<file path="config.mk">
export PLATFORM = sky130hd
export DESIGN_NAME = dual_adc_coord
export DESIGN_NICKNAME = d
export VERILOG_FILES = /design/src/rtl/dcc_pkg.sv /design/src/rtl/dcc_spacer.sv /design/src/rtl/dcc_collect.sv /design/src/rtl/dcc_ctrl.sv /design/src/rtl/dual_adc_coord.sv
export SDC_FILE = /design/constraint.sdc
export NUM_CORES = 1
export LEC_CHECK = 0
export BUFFER_PORTS_ARGS = -buffer_cell sky130_fd_sc_hd__buf_2
export CAP_MARGIN = 20
export CORE_AREA = 2 2 110 59
export CTS_BUF_LIST = sky130_fd_sc_hd__clkbuf_8 sky130_fd_sc_hd__clkbuf_16
export DETAILED_ROUTE_END_ITERATION = 10
export DIE_AREA = 0 0 112 61
export HOLD_SLACK_MARGIN = 0.12
export PLACE_DENSITY = 0.86
export SLEW_MARGIN = 20
export SYNTH_ARGS = -nofsm -noshare
export SYNTH_HDL_FRONTEND = slang
export SYNTH_SLANG_ARGS = --single-unit
</file>
<file path="constraint.sdc">
create_clock -name clk -period 1.8 [get_ports clk]
set_clock_uncertainty 0.15 [all_clocks]
set_input_delay 0.36 -clock clk [delete_from_list [all_inputs] [get_ports clk]]
set_output_delay 0.36 -clock clk [all_outputs]
set_load 0.01 [all_outputs]
</file>
<file path="src/rtl/dcc_pkg.sv">
package dcc_pkg;
  localparam int RES_W  = 12;
  localparam int HALF_W = 16;
  localparam int WORD_W = 2 * HALF_W;

  typedef enum logic [1:0] {
    DM_SOLO  = 2'd0,
    DM_SIMUL = 2'd1,
    DM_FAST  = 2'd2,
    DM_SLOW  = 2'd3
  } dual_mode_e;

  // both results side by side: master low half, slave high half
  function automatic logic [WORD_W-1:0] pack_pair(input logic [RES_W-1:0] lo,
                                                  input logic [RES_W-1:0] hi);
    return {{(HALF_W-RES_W){1'b0}}, hi, {(HALF_W-RES_W){1'b0}}, lo};
  endfunction

  // one result right-justified in the word
  function automatic logic [WORD_W-1:0] lone_word(input logic [RES_W-1:0] r);
    return {{(WORD_W-RES_W){1'b0}}, r};
  endfunction

  function automatic int gap_for(input dual_mode_e m, input int fast_gap, input int slow_gap);
    return (m == DM_SLOW) ? slow_gap : fast_gap;
  endfunction
endpackage

</file>
<file path="src/rtl/dcc_spacer.sv">
module dcc_spacer #(
  parameter int CNT_W = 4
) (
  input  logic             clk,
  input  logic             rst_n,
  input  logic             load,
  input  logic [CNT_W-1:0] gap,
  input  logic             tick,
  output logic             hit
);
  logic             active;
  logic [CNT_W-1:0] remain;

  assign hit = active && tick && (remain == CNT_W'(1));

  always_ff @(posedge clk or negedge rst_n) begin
    if (!rst_n) begin
      active <= 1'b0;
      remain <= '0;
    end else if (load) begin
      active <= 1'b1;
      remain <= gap;
    end else if (active && tick) begin
      if (remain == CNT_W'(1)) active <= 1'b0;
      else                     remain <= remain - CNT_W'(1);
    end
  end
endmodule

</file>
<file path="src/rtl/dcc_collect.sv">
module dcc_collect
  import dcc_pkg::*;
(
  input  logic              clk,
  input  logic              rst_n,
  input  logic              arm,
  input  logic              busy,
  input  logic              packed_op,
  input  logic              mst_done,
  input  logic [RES_W-1:0]  mst_res,
  input  logic              slv_done,
  input  logic [RES_W-1:0]  slv_res,
  output logic              dma_req,
  output logic [WORD_W-1:0] dma_word,
  output logic              last
);
  localparam int LANES = 2; // lane 0 master, lane 1 slave

  logic [LANES-1:0] done_in, got, vld, sent, drain;
  logic [RES_W-1:0] res_in [LANES];
  logic [RES_W-1:0] cap    [LANES];
  logic             fire_pair, fire_s, fire_m;

  assign done_in   = {slv_done, mst_done};
  assign res_in[0] = mst_res;
  assign res_in[1] = slv_res;

  assign fire_pair = packed_op && vld[0] && vld[1];
  assign fire_s    = !packed_op && vld[1];
  assign fire_m    = !packed_op && !vld[1] && vld[0];
  assign drain     = {fire_pair || fire_s, fire_pair || fire_m};
  assign last      = fire_pair || (fire_s && sent[0]) || (fire_m && sent[1]);

  always_ff @(posedge clk or negedge rst_n) begin
    if (!rst_n) begin
      got  <= '0;
      vld  <= '0;
      sent <= '0;
      for (int i = 0; i < LANES; i++) cap[i] <= '0;
    end else if (arm) begin
      got  <= '0;
      vld  <= '0;
      sent <= '0;
    end else begin
      for (int i = 0; i < LANES; i++) begin
        if (busy && done_in[i] && !got[i]) begin
          got[i] <= 1'b1;
          vld[i] <= 1'b1;
          cap[i] <= res_in[i];
        end else if (drain[i]) begin
          vld[i] <= 1'b0;
        end
      end
      sent <= sent | {fire_s, fire_m};
    end
  end

  always_ff @(posedge clk or negedge rst_n) begin
    if (!rst_n) begin
      dma_req  <= 1'b0;
      dma_word <= '0;
    end else begin
      dma_req <= fire_pair || fire_s || fire_m;
      if (fire_pair)   dma_word <= pack_pair(cap[0], cap[1]);
      else if (fire_s) dma_word <= lone_word(cap[1]);
      else if (fire_m) dma_word <= lone_word(cap[0]);
    end
  end
endmodule

</file>
<file path="src/rtl/dcc_ctrl.sv">
module dcc_ctrl
  import dcc_pkg::*;
#(
  parameter int SEQ_W    = 4,
  parameter int FAST_GAP = 7,
  parameter int SLOW_GAP = 14,
  parameter int CNT_W    = 4
) (
  input  logic             clk,
  input  logic             rst_n,
  input  logic [1:0]       mode,
  input  logic [SEQ_W-1:0] seq_len_m1,
  input  logic             mst_trig,
  input  logic             slv_trig,
  input  logic             hit,
  input  logic             last,
  output logic             mst_start,
  output logic             slv_start,
  output logic             missed,
  output logic             cfg_err,
  output logic             busy,
  output dual_mode_e       op_mode,
  output logic             arm,
  output logic             spc_load,
  output logic [CNT_W-1:0] spc_gap
);
  typedef enum logic [1:0] {ST_IDLE, ST_SPACE, ST_RUN} st_e;
  st_e        st;
  dual_mode_e req_mode;
  logic       any_trig, solo, bad_len, drop_busy;

  assign req_mode  = dual_mode_e'(mode);
  assign busy      = (st != ST_IDLE);
  assign any_trig  = (req_mode == DM_SOLO) ? (mst_trig || slv_trig) : mst_trig;
  assign drop_busy = busy && any_trig;
  assign solo      = !busy && (req_mode == DM_SOLO);
  assign bad_len   = !busy && (req_mode == DM_SLOW) && mst_trig && (seq_len_m1 != '0);
  assign arm       = !busy && (req_mode != DM_SOLO) && mst_trig && !bad_len;
  assign spc_load  = arm && (req_mode == DM_FAST || req_mode == DM_SLOW);
  assign spc_gap   = CNT_W'(gap_for(req_mode, FAST_GAP, SLOW_GAP));

  always_ff @(posedge clk or negedge rst_n) begin
    if (!rst_n) begin
      st        <= ST_IDLE;
      op_mode   <= DM_SOLO;
      mst_start <= 1'b0;
      slv_start <= 1'b0;
      missed    <= 1'b0;
      cfg_err   <= 1'b0;
    end else begin
      mst_start <= 1'b0;
      slv_start <= 1'b0;
      missed    <= missed  || drop_busy;
      cfg_err   <= cfg_err || bad_len;
      if (solo) begin
        mst_start <= mst_trig;
        slv_start <= slv_trig;
      end
      unique case (st)
        ST_IDLE: begin
          if (arm) begin
            slv_start <= 1'b1;
            op_mode   <= req_mode;
            if (req_mode == DM_SIMUL) begin
              mst_start <= 1'b1;
              st        <= ST_RUN;
            end else begin
              st <= ST_SPACE;
            end
          end
        end
        ST_SPACE: begin
          if (hit) begin
            mst_start <= 1'b1;
            st        <= ST_RUN;
          end
        end
        ST_RUN: begin
          if (last) st <= ST_IDLE;
        end
        default: st <= ST_IDLE;
      endcase
    end
  end
endmodule

</file>
<file path="src/rtl/dual_adc_coord.sv">
module dual_adc_coord
  import dcc_pkg::*;
#(
  parameter int SEQ_W    = 4,
  parameter int FAST_GAP = 7,
  parameter int SLOW_GAP = 14
) (
  input  logic              clk,
  input  logic              rst_n,
  input  logic              conv_tick,
  input  logic [1:0]        mode,
  input  logic [SEQ_W-1:0]  seq_len_m1,
  input  logic              mst_trig,
  input  logic              slv_trig,
  output logic              mst_start,
  output logic              slv_start,
  input  logic              mst_done,
  input  logic [RES_W-1:0]  mst_res,
  input  logic              slv_done,
  input  logic [RES_W-1:0]  slv_res,
  output logic              dma_req,
  output logic [WORD_W-1:0] dma_word,
  output logic              missed,
  output logic              cfg_err
);
  localparam int CNT_W = $clog2(((FAST_GAP > SLOW_GAP) ? FAST_GAP : SLOW_GAP) + 1);

  // named internal events, also watched by the bound checker
  logic             busy, arm, spc_load, spc_hit, last_word, packed_op;
  logic [CNT_W-1:0] spc_gap;
  dual_mode_e       op_mode;

  assign packed_op = (op_mode == DM_SIMUL);

  dcc_ctrl #(
    .SEQ_W(SEQ_W), .FAST_GAP(FAST_GAP), .SLOW_GAP(SLOW_GAP), .CNT_W(CNT_W)
  ) u_ctrl (
    .clk(clk), .rst_n(rst_n), .mode(mode), .seq_len_m1(seq_len_m1),
    .mst_trig(mst_trig), .slv_trig(slv_trig), .hit(spc_hit), .last(last_word),
    .mst_start(mst_start), .slv_start(slv_start), .missed(missed), .cfg_err(cfg_err),
    .busy(busy), .op_mode(op_mode), .arm(arm), .spc_load(spc_load), .spc_gap(spc_gap)
  );

  dcc_spacer #(.CNT_W(CNT_W)) u_spacer (
    .clk(clk), .rst_n(rst_n), .load(spc_load), .gap(spc_gap),
    .tick(conv_tick), .hit(spc_hit)
  );

  dcc_collect u_collect (
    .clk(clk), .rst_n(rst_n), .arm(arm), .busy(busy), .packed_op(packed_op),
    .mst_done(mst_done), .mst_res(mst_res), .slv_done(slv_done), .slv_res(slv_res),
    .dma_req(dma_req), .dma_word(dma_word), .last(last_word)
  );
endmodule

</file>
==> run metrics <==
pwr dens=roughly 1700 nW/um^2; fin. max-slew vios=0; Tcrit/Tclk final=about 95%; Rows=20; Die H=61 um; largest net degree at the start of global routing=69; met2 wire len=2.92 mm; status=completed; Final Util=approximately 65%; R2R Path Start=u_ctrl.st[1]; slowest CP cell=dfrtp_1; Tot GR Track Use=20.9%; R2R depth=4; design area=3830 sq um; CTS Buffer Depth=2; post-synthesis cell area=2930 sq um; Setup Viol. Count Final=0; CTS tree=done; total CTS buffers=9; min-delay src=slv_res[2]; DR WL met3=approximately 440 um; Routed WL per cell=16.0 um; ANT nets after route=0; Hold Path Stages=2; Synth warnings=0; vias in the first global route=between 2,000 and 2,500; via count=2,135; leakage=between 1.5 and 2 nW; worst vdd rail ir drop=0.000672 V; Max-cap violations=0; Mapped Cells=230; CP max stage delay=0.46 ns; nets@finish=approximately 360; Reg-to-Reg End=u_ctrl.op_mode[0]; initial antenna violation count=0; post-synthesis cell type count=38; # DRC=0; CP cell instances=nor2_4 > o211ai_1 > nor2_4 > mux2_2; Die X=112 um; 1st-pass router iterations=4; Setup CP Type=reg -> reg; Area growth, synth to finish=30.6%; GRT overflow=0; DP Worst Slack=between 0.01 and 0.015 ns; Worst Setup SP=u_ctrl.st[1]; setup ws final=0.0852 ns; Min-Delay Endpoint=u_collect.cap[2]; DR iter-0 viols=165; layout cell share with drive strength beyond 1=roughly 40%; Worst Path Max Fanout=7; worst endpoint required time=1.86 ns; #FFs+latches synth=68; vias per cell=5.25; worst hold path class=in -> reg; Setup crit start kind=flip-flop; CTS root buf=clkbuf_16; Ports=74; WP data arrival=1.78 ns; global placement routability congestion=0.808; Reg clk slew, reported paths=0.05 ns; Crit. End Element=flip-flop; placed instance area=roughly 3400 sq um; top sig layer=met4; ant diodes=0; fmax=583 MHz; Die ar.=roughly 6800 sq um; Initial Utilization=50.0%; H-tree levels=3; Fin Hold WS=0.133 ns; routed wire length=6.50 mm; WL met1=3.06 mm; Syn Area/Cell=12.7 sq um; port bufs=65; r2r setup slk=0.09 ns; most frequent cells in the layout=dfrtp_1, buf_2, mux2_2; # Post-CTS Setup Buffers=0; Core Region=5860 sq um; clock sinks=between 60 and 70; Top cell by count, worst path=nor2_4; Seq/Total Area, Yosys=58.1%; Period minus WS final=1.71 ns; commonest non-fill, non-tap cell in the layout=dfrtp_1; final hold vios=0; first-pass GRT wire length=10.6 mm; worst skew pair latency=0.33 ns; Total Power=0.00647 W; Final HPWL DP=4.39 mm
-- state kept, by name (all words and copies together) (netlist names) --
register and count:
u_collect.dma_req 1, u_spacer.remain 4, u_collect.cap 24, u_ctrl.mst_start 1
u_ctrl.st 2, u_collect.dma_word 24, u_ctrl.op_mode 2, u_spacer.active 1
u_collect.sent 2, u_collect.got 2, u_ctrl.slv_start 1, u_collect.vld 2
u_ctrl.cfg_err 1, u_ctrl.missed 1
-- layer usage --
metal / vias to the layer above / global-route usage [%]
met5: - / 0
met2: 73 / 32.6
met4: 0 / 6.10
met1: 1059 / 28.1
li1: 992 / -
met3: 11 / 7.99
-- cells in the mapped netlist, drive strengths merged --
cell type,instances,area (sq um)
nand2b,1,6.26
a32oi,1,8.76
dfrtp,68,1700
mux2i,14,140
ha,2,25.0
o21bai,2,15.0
buf,17,141
a22oi,1,7.51
nand4,1,6.26
nand2,8,30.0
nand3,1,5.00
a31o,2,17.5
o21ai,5,28.8
a31oi,1,6.26
mux2,25,282
a22o,12,105
a21oi,17,85.1
o2111ai,1,8.76
nor4,2,27.5
conb,1,3.75
a21o,2,15.0
xor2,1,8.76
a41oi,1,8.76
or2,1,6.26
inv,5,18.8
or3b,1,8.76
nor3b,2,37.5
xnor2,2,17.5
o211ai,3,22.5
nor2,27,116
nor3,2,10.0
or2b,1,7.51
-- layout make-up --
type	count	area, sq um
fill	451	2030
multi-input combinational	147	1110
clock buffer	10	239
inverter	5	18.8
tap	77	96.3
sequential	68	1700
clock inverter	6	31.3
timing repair buffer	94	626
-- how the worst max path moves through the flow --
stage	to	slack [ns]	cells past startpoint
detailed placement	u_ctrl.mst_start	0.01	6
global route	u_spacer.remain[2]	-0.01	6
global placement	u_spacer.remain[0]	0.12	6
floorplan	u_ctrl.op_mode[0]	0.19	4
finish	u_ctrl.op_mode[0]	0.09	4
CTS	u_ctrl.mst_start	0.001	6
-- worst max-delay path: cells and delay by family, from the launching register on --
kind | cells | cell delay (ns)
multiplexers | 1 | 0.33
flip-flops | 1 | 0.46
AND/OR/NAND/NOR | 2 | 0.43
AO/OA/AOI/OAI | 1 | 0.22
-- report_power, final --
group / internal (W) / leakage, nW / switching [W]
registers: 0.00218 / 0.821 / 0.000490
logic: 0.00108 / 0.919 / 0.00114
clock network: 0.000952 / 0.139 / 0.000614
-- stage by stage --
stage | cells | TNS [ns]
after detailed placement | 373 | 0
after floorplan | 237 | 0
after global placement | 373 | 0
after CTS | 406 | 0
after global routing | 407 | -0.0198
final | 407 | 0
-- cells by family after synthesis --
group / count (synthesis) / synth area share, %
and+or+nand+nor: 47 / 8.93
muxes: 39 / 14.4
AOI/OAI and AO/OA: 48 / 11.2
DFF: 68 / 58.1
buffers and inverters: 22 / 5.47
adders and majority gates: 2 / 0.854
other: 1 / 0.128
xor gates and xnor gates: 3 / 0.897
-- repair_timing --
action / CTS / global route
endpoints found under the setup margin: 0 / 4
resized for setup: 0 / 4
hold endpoints to repair: 84 / 1
hold buffers: 17 / 1
(Power assumes the default switching activity.)
